File: src/rtl/cmos_pkg.sv
package cmos_pkg;
  localparam int BYTE_W   = 8;
  localparam int STAT_A   = 'h0A;
  localparam int STAT_D   = 'h0D;
  localparam int TICK_LOC = 0;
  localparam logic [BYTE_W-1:0] STAT_D_VALUE = 8'h80;
endpackage

File: src/rtl/cmos_index_reg.sv
module cmos_index_reg #(
  parameter int IDX_W = 7
) (
  input  logic                        clk,
  input  logic                        rst_n,
  input  logic                        wr,
  input  logic [cmos_pkg::BYTE_W-1:0] wdata,
  output logic [IDX_W-1:0]            idx,
  output logic                        nmi_disable
);
  always_ff @(posedge clk) begin
    if (!rst_n) begin
      idx         <= '0;
      nmi_disable <= 1'b0;
    end else if (wr) begin
      idx         <= wdata[IDX_W-1:0];
      nmi_disable <= wdata[cmos_pkg::BYTE_W-1];
    end
  end


  nmi_hold_chk: assert property (@(posedge clk) disable iff (!rst_n)
    !wr |=> $stable(nmi_disable));


  nmi_track_chk: assert property (@(posedge clk) disable iff (!rst_n)
    wr |=> nmi_disable == $past(wdata[cmos_pkg::BYTE_W-1]));
endmodule

File: src/rtl/cmos_update_timer.sv
module cmos_update_timer #(
  parameter int CYCLES = 8
) (
  input  logic clk,
  input  logic rst_n,
  input  logic req,
  output logic uip,
  output logic commit
);
  localparam int CNT_W = $clog2(CYCLES + 1);

  logic [CNT_W-1:0] cnt;

  always_ff @(posedge clk) begin
    if (!rst_n)
      cnt <= '0;
    else if (cnt != '0)
      cnt <= cnt - 1'b1;
    else if (req)
      cnt <= CNT_W'(CYCLES);
  end

  assign uip    = (cnt != '0);
  assign commit = (cnt == CNT_W'(1));


  uip_start_chk: assert property (@(posedge clk) disable iff (!rst_n)
    (req && !uip) |=> uip);


  uip_busy_chk: assert property (@(posedge clk) disable iff (!rst_n)
    (uip && !commit) |=> uip);


  uip_end_chk: assert property (@(posedge clk) disable iff (!rst_n)
    commit |=> !uip);
endmodule

File: src/rtl/cmos_ram_array.sv
module cmos_ram_array #(
  parameter int IDX_W = 7
) (
  input  logic                        clk,
  input  logic                        rst_n,
  input  logic [IDX_W-1:0]            idx,
  input  logic                        wr,
  input  logic                        rd,
  input  logic [cmos_pkg::BYTE_W-1:0] wdata,
  input  logic                        uip,
  input  logic                        commit,
  output logic [cmos_pkg::BYTE_W-1:0] rdata,
  output logic                        rvalid
);
  import cmos_pkg::*;

  localparam int DEPTH = 1 << IDX_W;

  logic [BYTE_W-1:0] mem [DEPTH];
  logic              wr_ok;
  logic              tick_hit;

  assign wr_ok    = wr && (idx != IDX_W'(STAT_D));
  assign tick_hit = wr && (idx == IDX_W'(TICK_LOC));

  // storage has no reset: contents survive it
  always_ff @(posedge clk) begin
    if (commit && !tick_hit)
      mem[TICK_LOC] <= mem[TICK_LOC] + 1'b1;
    if (wr_ok)
      mem[idx] <= wdata;
  end

  always_ff @(posedge clk) begin
    if (!rst_n) begin
      rvalid <= 1'b0;
      rdata  <= '0;
    end else begin
      rvalid <= rd;
      if (rd) begin
        if (idx == IDX_W'(STAT_D))
          rdata <= STAT_D_VALUE;
        else if (idx == IDX_W'(STAT_A))
          rdata <= {uip, mem[STAT_A][BYTE_W-2:0]};
        else
          rdata <= mem[idx];
      end
    end
  end


  rd_valid_chk: assert property (@(posedge clk) disable iff (!rst_n)
    rd |=> rvalid);


  rd_pulse_chk: assert property (@(posedge clk) disable iff (!rst_n)
    !rd |=> !rvalid);


  tick_collide_chk: assert property (@(posedge clk) disable iff (!rst_n)
    (commit && tick_hit) |=> mem[TICK_LOC] == $past(wdata));
endmodule

File: src/rtl/cmos_port.sv
module cmos_port #(
  parameter int          IDX_W      = 7,
  parameter logic [7:0]  INDEX_PORT = 8'h70,
  parameter logic [7:0]  DATA_PORT  = 8'h71,
  parameter int          UIP_CYCLES = 8
) (
  input  logic       clk,
  input  logic       rst_n,
  input  logic [7:0] io_addr,
  input  logic       io_wr,
  input  logic       io_rd,
  input  logic [7:0] io_wdata,
  input  logic       upd_req,
  output logic [7:0] io_rdata,
  output logic       io_rvalid,
  output logic       nmi_disable,
  output logic       uip,
  output logic       upd_commit
);
  logic             idx_wr;
  logic             dat_wr;
  logic             dat_rd;
  logic [IDX_W-1:0] idx;

  assign idx_wr = io_wr && (io_addr == INDEX_PORT);
  assign dat_wr = io_wr && (io_addr == DATA_PORT);
  assign dat_rd = io_rd && (io_addr == DATA_PORT);

  cmos_index_reg #(.IDX_W(IDX_W)) u_index (
    .clk         (clk),
    .rst_n       (rst_n),
    .wr          (idx_wr),
    .wdata       (io_wdata),
    .idx         (idx),
    .nmi_disable (nmi_disable)
  );

  cmos_update_timer #(.CYCLES(UIP_CYCLES)) u_timer (
    .clk    (clk),
    .rst_n  (rst_n),
    .req    (upd_req),
    .uip    (uip),
    .commit (upd_commit)
  );

  cmos_ram_array #(.IDX_W(IDX_W)) u_ram (
    .clk    (clk),
    .rst_n  (rst_n),
    .idx    (idx),
    .wr     (dat_wr),
    .rd     (dat_rd),
    .wdata  (io_wdata),
    .uip    (uip),
    .commit (upd_commit),
    .rdata  (io_rdata),
    .rvalid (io_rvalid)
  );


  stray_nmi_chk: assert property (@(posedge clk) disable iff (!rst_n)
    (io_wr && io_addr != INDEX_PORT) |=> $stable(nmi_disable));
endmodule

File: config.mk
export PLATFORM = sky130hd
export DESIGN_NAME = cmos_port
export DESIGN_NICKNAME = d
export VERILOG_FILES = /design/src/rtl/cmos_pkg.sv /design/src/rtl/cmos_index_reg.sv /design/src/rtl/cmos_update_timer.sv /design/src/rtl/cmos_ram_array.sv /design/src/rtl/cmos_port.sv
export SDC_FILE = /design/constraint.sdc
export NUM_CORES = 1
export LEC_CHECK = 0
export BUFFER_PORTS_ARGS = -buffer_cell sky130_fd_sc_hd__buf_2
export CORE_ASPECT_RATIO = 0.75
export CORE_MARGIN = 2
export CORE_UTILIZATION = 60
export DETAILED_ROUTE_END_ITERATION = 7
export GPL_TIMING_DRIVEN = 0
export PLACE_DENSITY_LB_ADDON = 0.05
export SLEW_MARGIN = 40
export SYNTH_ARGS = -nofsm -noshare
export SYNTH_HDL_FRONTEND = slang
export SYNTH_SLANG_ARGS = --single-unit
export TNS_END_PERCENT = 5
File: constraint.sdc
create_clock -name clk -period 3.7 [get_ports clk]
set_input_delay 1.11 -clock clk [delete_from_list [all_inputs] [get_ports clk]]
set_output_delay 1.11 -clock clk [all_outputs]
set_load 0.01 [all_outputs]
**Word-level counts from Yosys, hierarchy flattened**

Memories as Yosys holds them, arrays and structs flattened. A register that Yosys moved wholly into a read port is not among the register bits.
Index checks and enable logic that the tools add are counted.

- $add $sub $neg: 2
- Equal/unequal tests: 6
- Muxes and demuxes: 10
- Reduce and logical (&&, ||, !) cells: 10

Operators by type and width:

| operator | count |
|---|---|
| equality test 8 x 7 -> 1 bit (second input constant) | 2 |
| 2-to-1 mux 8 bit | 2 |
| equality test 7 x 4 -> 1 bit (second input constant) | 2 |
| 2-to-1 mux 7 bit | 2 |
| adder 8 x 1 -> 8 bit (second input constant) | 1 |
| 2-to-1 mux 4 bit | 2 |
| logical NOT 7 bit | 1 |
| inequality test 7 x 4 -> 1 bit (second input constant) | 1 |
| logical AND 1 bit | 6 |
| equality test 4 x 1 -> 1 bit (second input constant) | 1 |
| 2-to-1 mux 1 bit | 4 |
| nonzero test 4 bit | 1 |
| subtractor 4 x 1 -> 4 bit (second input constant) | 1 |
| nonzero test 2 bit | 1 |
| logical NOT 1 bit | 1 |

- Flip-flop bits (word level): 21
- RAM bits: 1024
- Input bits: 21
- Output and inout bits: 12
- Word-level logic and storage cells: 34
- Memories kept: 1

Memories:

| memory | depth | bits a word | rd ports | clocked after Yosys merged registers in | wr ports | line | text |
|---|---|---|---|---|---|---|---|
| u_ram.mem | 128 | 8 | 3 | 1 | 2 | cmos_ram_array.sv:19 | `logic [BYTE_W-1:0] mem [DEPTH];` |

**Logic depth before layout (Yosys ltp)**

Gate-level depths: netlist of the first run.

- Depth in word-level cells: 7
- Depth in mapped cells: 12

**Hierarchy**

From an unflattened synthesis of the first run, not the netlist that was laid out.

- Cell total of the unflattened synthesis: 2311
- Area, all modules: 41120.7 µm²

Modules (own cells, without submodules):

| module | times used | cells each | area each (µm²) |
|---|---|---|---|
| cmos_ram_array | 1 | 2260 | 40581.4 |
| cmos_index_reg | 1 | 25 | 301.5 |
| cmos_update_timer | 1 | 19 | 177.7 |
| cmos_port | 1 | 7 | 60.1 |

**Least setup slack after synthesis of the first run**

Ideal clock, no wire load.

- Path type: input port to flip-flop
- From: input port io_addr[3]
- To: memory u_ram.mem[119][0], enable pin
- Setup time: 0.370 ns
- Arrival: 3.029 ns
- Setup slack: 0.301 ns
- Stages on the path: 6
- Path buffers: 1
- Cells stage by stage: nor4bb_1 nand4_1 a311oi_1 nand3_1 clkbuf_1 nor2_1

RTL lines:

| item | line | text |
|---|---|---|
| start: declaration | cmos_port.sv:9 | `input logic [7:0] io_addr,` |
| end: declaration | cmos_ram_array.sv:19 |  |

==> qor.txt, run 1 <==
vias per cell -> 7.087
slowest cell delay on critical path -> 0.66 ns
pin count of the biggest net entering global routing -> 100
kind of critical path -> reg -> reg
yosys warns -> 0
most frequent cells in the layout -> 1024 x edfxtp_1, 249 x mux4_2, 99 x clkbuf_16
Pint -> 18.90 mW
routed length per instance -> 38.39 um
DIE HEIGHT -> 231.6 um
crit share post-route -> 0.9996
worst path buffer plus inverter count -> 5
Sink Count -> 1052
clock tree buffer depth -> 3
vias in the first global route -> 21596
dpl ws -> -1.577 ns
pwr dens -> 508.0 nW/um^2
Reg-to-Reg End -> u_ram.rdata[6]
Tmin final -> 3.699 ns
MaxCap Viol Count -> 0
most common cell after layout, fill and taps aside -> edfxtp_1
Post-DP HPWL -> 80720 um
total track usage -> 0.3509
Worst Tran Pin Value -> 0.9293 ns
Hold Path End -> u_timer.cnt[1]
cell leakage power -> 14.15 nW
Post-Syn Area -> 41430 um^2
# setup viols final -> 0
FF+latch area -> 31310 um^2
Avg Inst Size Synth -> 20.35 um^2
cells along the critical path -> buf_6 > buf_6 > buf_4 > buf_4 > buf_2 > mux2i_1 > a21oi_1 > o21ai_0 > nand3_1 > a221o_1
FF-to-FF path depth -> 10
minimum hold slack -> 0.5396 ns
Mapped Cells -> 2036
Fin. Hold Viols -> 0
Slew Viols, Final -> 0
DRC -> 0
sequential share of the synthesized area -> 0.7557
Post-Layout Cell Count -> 3164
first-pass GRT wire length -> 168600 um
Max-Slew Margin vs Limit -> 0.3787
asr flop ratio synth -> 0
Unique masters post-synth -> 69
nets -> 2212
FP Rows -> 83
initial antenna violation count -> 4
Final Wtd Congestion -> 1.000
Die Area -> 71190 um^2
status -> completed
fill count -> 4343
final wirelength -> 121500 um
clk slew on worst S/H paths -> 0.07 ns
CTS Root Buffer Type -> clkbuf_16
CTS Buf Count -> 99
clk_skew -> 0.02566 ns
clock tree from TritonCTS -> built
CP Launch Type -> flip-flop
Placed Cells -> 2976
H-tree Lvls -> 3
Chip Width -> 307.4 um
Starting DRT DRC Count -> 3726
Reg power frac -> 0.553
Max VDD drop -> 0.0005273 V
flop2flop setup slack -> 0.001 ns
Sw Ratio -> 0.2076
area of the multi-input gates -> 10070 um^2
core area -> 68330 um^2
CP required -> 4.27 ns
grt total ovfl -> 0
setup_tns -> 0 ns
ys flop type -> edfxtp_1
area added between synthesis and finish -> 13.33%
DRT Pass-1 Iters -> 6
part of the power in combinational logic -> 0.023
hold path depth -> 2
worst hold-check path type -> reg -> reg
ratio of cells with drive above 1 in the final layout -> 0.2982
io pins -> 33
Skew-Pair Late Insertion Delay -> 0.69 ns
critical path fanouts, max -> 10
maximum achievable frequency -> 270.4 MHz
Crit. End Element -> flip-flop
Seq cells post-synth -> 1052
Post-synth EDFFs -> 1024
Net Switching -> 4.951 mW
final worst slack -> 0.001397 ns
crit-path leading delay family -> buffers and inverters
I/O Buffers -> 32
CP max-delay cell -> mux2i_1
Starting Density -> 0.6063
HP Start -> u_timer.cnt[0]
Final ANT Viol Nets -> 0
RSZ-0062 raised after global routing -> no
WP data arrival -> 4.27 ns
Clock power frac -> 0.423
vias after detailed routing -> 22424
==> synth_stat cells (21+ instances only) <==
master    number  share of area
nand2_1       91         0.0082
clkbuf_1      41         0.0037
nor2_1       159          0.014
dfxtp_1       28          0.014
nand3_1       41         0.0050
mux2i_1       78          0.019
buf_4         25         0.0045
edfxtp_1    1024           0.74
o21ai_0       23         0.0028
mux4_2       249           0.14
mux2_2        21         0.0057
buf_2         24         0.0029
==> worst reg2reg max path: cells and delay by family, from the launching register on <==
kind                   cells  cell delay [ns]
AO/OA/AOI/OAI              3             0.63
buffers and inverters      5             1.64
flip-flops                 1             0.45
multiplexers               1             0.67
AND/OR/NAND/NOR            1             0.21
==> cell families (layout without fill, tap and decap cells) <==
kind of cell / count (synthesis) / count (layout) / share of synthesized area
flops: 1052 / 1052 / 0.7557
simple gates: 373 / 373 / 0.04080
mux: 351 / 351 / 0.1618
compound gates: 132 / 132 / 0.02262
buf+inv: 120 / 347 / 0.01742
xor+xnor: 6 / 6 / 0.001269
fa+ha+maj: 1 / 1 / 0.0003019
other cells: 1 / 10 / 0.00009051
==> area by class of cell <==
class	count	area share
clock inverter	59	0.01282
sequential	1052	0.6668
buffer	114	0.01583
multi-input combinational	871	0.2146
clock buffer	122	0.05481
timing repair buffer	46	0.01079
tap	892	0.02377
inverter	6	0.0004797
antenna	2	0.0001066
==> per-stage QoR <==
step	util	total power [mW]	instance area [um^2]
floorplan	-	13.63	41460
global placement	0.6254	13.94	42730
detailed placement	0.6328	13.99	43240
CTS	0.6845	23.84	46780
global route	0.6871	24.35	46950
finish	0.6871	23.85	46950
==> power by group through the flow <==
stage | combinational (mW) | sequential, mW | clock, mW
2_1_floorplan | 0.205 | 13.4 | 0
3_3_place_gp | 0.480 | 13.5 | 0
3_5_place_dp | 0.543 | 13.4 | 0
4_1_cts | 0.545 | 13.2 | 10.1
5_1_grt | 0.594 | 13.2 | 10.6
6_report | 0.558 | 13.2 | 10.1
==> per-layer routing <==
| layer | vias up | share of wire | GRT usage |
|---|---|---|---|
| met2 | 1621 | 0.43 | 0.4827 |
| met4 | 4 | 0.037 | 0.1268 |
| met1 | 11842 | 0.41 | 0.5365 |
| li1 | 8719 | - | - |
| met3 | 238 | 0.13 | 0.1092 |
| met5 | - | 0.00024 | 0 |
==> registers in the layout (all words and copies together), names as in the netlist, named ones only <==
signal,count
u_ram.rvalid,1
u_ram.rdata,8
u_index.nmi_disable,1
u_timer.cnt,4
u_ram.mem,1024
u_index.idx,7
==> how the worst max path moves through the flow <==
stage / startpoint / to / slack, ns / cells past startpoint
3_5_place_dp: io_addr[3] / u_ram.mem[23][4] / -1.58 / 7
3_3_place_gp: io_addr[3] / u_ram.mem[15][4] / -1.63 / 7
5_1_grt: flip-flop / u_ram.rdata[6] / 0.01 / 10
2_1_floorplan: io_addr[3] / u_ram.mem[119][0] / 0.30 / 6
6_report: flip-flop / u_ram.rdata[6] / 0.001 / 10
4_1_cts: io_addr[3] / u_ram.mem[82][4] / -0.21 / 7
==> repair_timing <==
action                                  CTS  global route
hold buffers                              0             0
resized for setup                        91            26
pin swaps                                 0             1
setup buffers                             0             5
endpoints found under the setup margin  673           768
(Power assumes the default switching activity.)
==> inputs of run 2 (changes only) <==
BUFFER_PORTS_ARGS = unset   (was -buffer_cell sky130_fd_sc_hd__buf_2)
CAP_MARGIN = 10   (was unset)
DONT_BUFFER_PORTS = 1   (was unset)
==> qor.txt, run 2 (synthesis results as in run 1) <==
status -> finished, violations left (was completed)
violated checks -> negative setup slack
WP data arrival -> 4.25 ns (was 4.27 ns)
I/O Buffers -> 0 (was 32)
nets -> 2166 (was 2212)
pin count of the biggest net entering global routing -> 130 (was 100)
initial antenna violation count -> 4 (unchanged)
kind of critical path -> in -> reg (was reg -> reg)
pwr dens -> 501.2 nW/um^2 (was 508.0 nW/um^2)
Max VDD drop -> 0.0004403 V (was 0.0005273 V)
CP Launch Point -> io_addr[3]
vias in the first global route -> 20988 (was 21596)
fin area -> 46250 um^2 (was 46950 um^2)
dpl ws -> -1.463 ns (was -1.577 ns)
Final Wtd Congestion -> 0.9728 (was 1.000)
crit share post-route -> 1.064 (was 0.9996)
critical path fanouts, max -> 10 (unchanged)
most frequent cells in the layout -> 1024 x edfxtp_1, 249 x mux4_2, 96 x clkbuf_16 (was 1024 x edfxtp_1, 249 x mux4_2, 99 x clkbuf_16)
FF-to-FF path depth -> 9 (was 10)
final worst slack -> -0.2376 ns (was 0.001397 ns)
flop2flop setup slack -> -0.09 ns (was 0.001 ns)
grt total ovfl -> 0 (unchanged)
clk_skew -> 0.03123 ns (was 0.02566 ns)
area added between synthesis and finish -> 11.62% (was 13.33%)
DRT Pass-1 Iters -> 5 (was 6)
largest registers -> u_ram.mem (1024), u_ram.rdata (8), u_index.idx (7) (unchanged)
Crit. End Element -> flip-flop (unchanged)
Post-DP HPWL -> 76780 um (was 80720 um)
worst hold-check path type -> in -> reg (was reg -> reg)
total track usage -> 0.3420 (was 0.3509)
most common cell after layout, fill and taps aside -> edfxtp_1 (unchanged)
vias after detailed routing -> 22239 (was 22424)
Reg-to-Reg End -> u_ram.rdata[2] (was u_ram.rdata[6])
Fin. Hold Viols -> 0 (unchanged)
clk slew on worst S/H paths -> 0.06 ns (was 0.07 ns)
H-tree Lvls -> 3 (unchanged)
Starting Density -> 0.6063 (unchanged)
Placed Cells -> 2936 (was 2976)
Starting DRT DRC Count -> 3851 (was 3726)
io pins -> 33 (unchanged)
minimum hold slack -> 0.5252 ns (was 0.5396 ns)
CTS Buf Count -> 95 (was 99)
cell leakage power -> 13.79 nW (was 14.15 nW)
Final ANT Viol Nets -> 0 (unchanged)
Tmin final -> 3.938 ns (was 3.699 ns)
DIE HEIGHT -> 231.6 um (unchanged)
Die Area -> 71190 um^2 (unchanged)
Power, Total -> 23.18 mW (was 23.85 mW)
clock tree from TritonCTS -> built (unchanged)
CP Launch Type -> input port (was flip-flop)
core area -> 68330 um^2 (unchanged)
Slew Viols, Final -> 0 (unchanged)
setup_tns -> -7.790 ns (was 0 ns)
Largest register FFs -> 1024 (unchanged)
ratio of cells with drive above 1 in the final layout -> 0.2788 (was 0.2982)
Post-Layout Cell Count -> 3117 (was 3164)
# setup viols final -> 98 (was 0)
DRC -> 0 (unchanged)
Worst Tran Pin Value -> 0.9511 ns (was 0.9293 ns)
Sink Count -> 1052 (unchanged)
maximum achievable frequency -> 254.0 MHz (was 270.4 MHz)
FP Rows -> 83 (unchanged)
Skew-Pair Late Insertion Delay -> 0.69 ns (about the same)
Final Util -> 0.6768 (was 0.6871)
Chip Width -> 307.4 um (unchanged)
placed instance area -> 42740 um^2 (was 43240 um^2)
Max-Slew Margin vs Limit -> 0.3659 (was 0.3787)
MaxCap Viol Count -> 0 (unchanged)
final wirelength -> 119300 um (was 121500 um)
clock tree buffer depth -> 3 (unchanged)
CTS Hold Bufs -> 0 (unchanged)
routed length per instance -> 38.27 um (was 38.39 um)
vias per cell -> 7.135 (was 7.087)
crit path to -> u_ram.mem[26][4] (was u_ram.rdata[6])
RSZ-0062 raised after global routing -> yes (was no)
CTS Root Buffer Type -> clkbuf_16 (unchanged)
Biggest register -> u_ram.mem (unchanged)
CP required -> 4.01 ns (was 4.27 ns)
first-pass GRT wire length -> 164900 um (was 168600 um)
## run 2: changes by cell type in the layout (fill, tap and decap cells not counted), moves of 4 or more
| cell | delta |
|---|---|
| nor2_4 | -14 |
| clkbuf_1 | +9 |
| buf_8 | -5 |
| clkinv_2 | -4 |
| buf_16 | -7 |
| buf_2 | -27 |
| nor2_1 | +5 |
| nor2_2 | +9 |
| clkinvlp_4 | -5 |
## run 2: worst max-delay path, cell delays in order
cell and delay (ns):
nor4bb_1 0.50, nand4_1 0.46, nor2_1 0.38, nand2_1 0.48, clkbuf_2 0.54, nor2_1 0.77
## run 2: worst min path at each step
stage                              start                to  depth (start not counted)  slack, ns
after floorplan           u_timer.cnt[0]    u_timer.cnt[1]                          2       0.48
after detailed placement  u_timer.cnt[0]    u_timer.cnt[1]                          2       0.52
final                        io_wdata[6]  u_ram.mem[22][6]                          0       0.53
after CTS                    io_wdata[5]  u_ram.mem[22][5]                          0       0.50
after global routing         io_wdata[5]  u_ram.mem[22][5]                          0       0.49
after global placement    u_timer.cnt[0]    u_timer.cnt[1]                          2       0.50
## run 2: per-layer routing
metal,track usage,up-vias,routed length [um]
met1,0.5269,11764,47430
met4,0.1035,0,3867
met2,0.4795,1644,51540
met3,0.1012,224,16460
met5,0,-,0
li1,-,8607,-
## run 2: repair_timing
action                     4_1_cts  5_1_grt
setup buffers                    0        3
setup endpoints to repair      523      628
gates resized for setup         82       42
gates cloned                     0        0
## run 2: area by class of cell
cell class / instances / area [um^2]
flip-flops and latches: 1052 / 31310
fillers: 4412 / 22090
multi-input cells: 871 / 10010
clock buffers: 132 / 2577
well taps: 892 / 1116
plain buffers: 114 / 743.2
clock inverters: 45 / 419.2
repair buffers: 4 / 50.05
inverters: 6 / 22.52
diodes: 1 / 2.502
## run 2: power by group
part / total [mW] / leakage (nW) / internal (mW) / switching [mW]
Sequential: 13.2 / 9.43 / 13.1 / 0.0705
Combinational: 0.311 / 2.90 / 0.123 / 0.188
Clock: 9.67 / 1.46 / 5.32 / 4.36
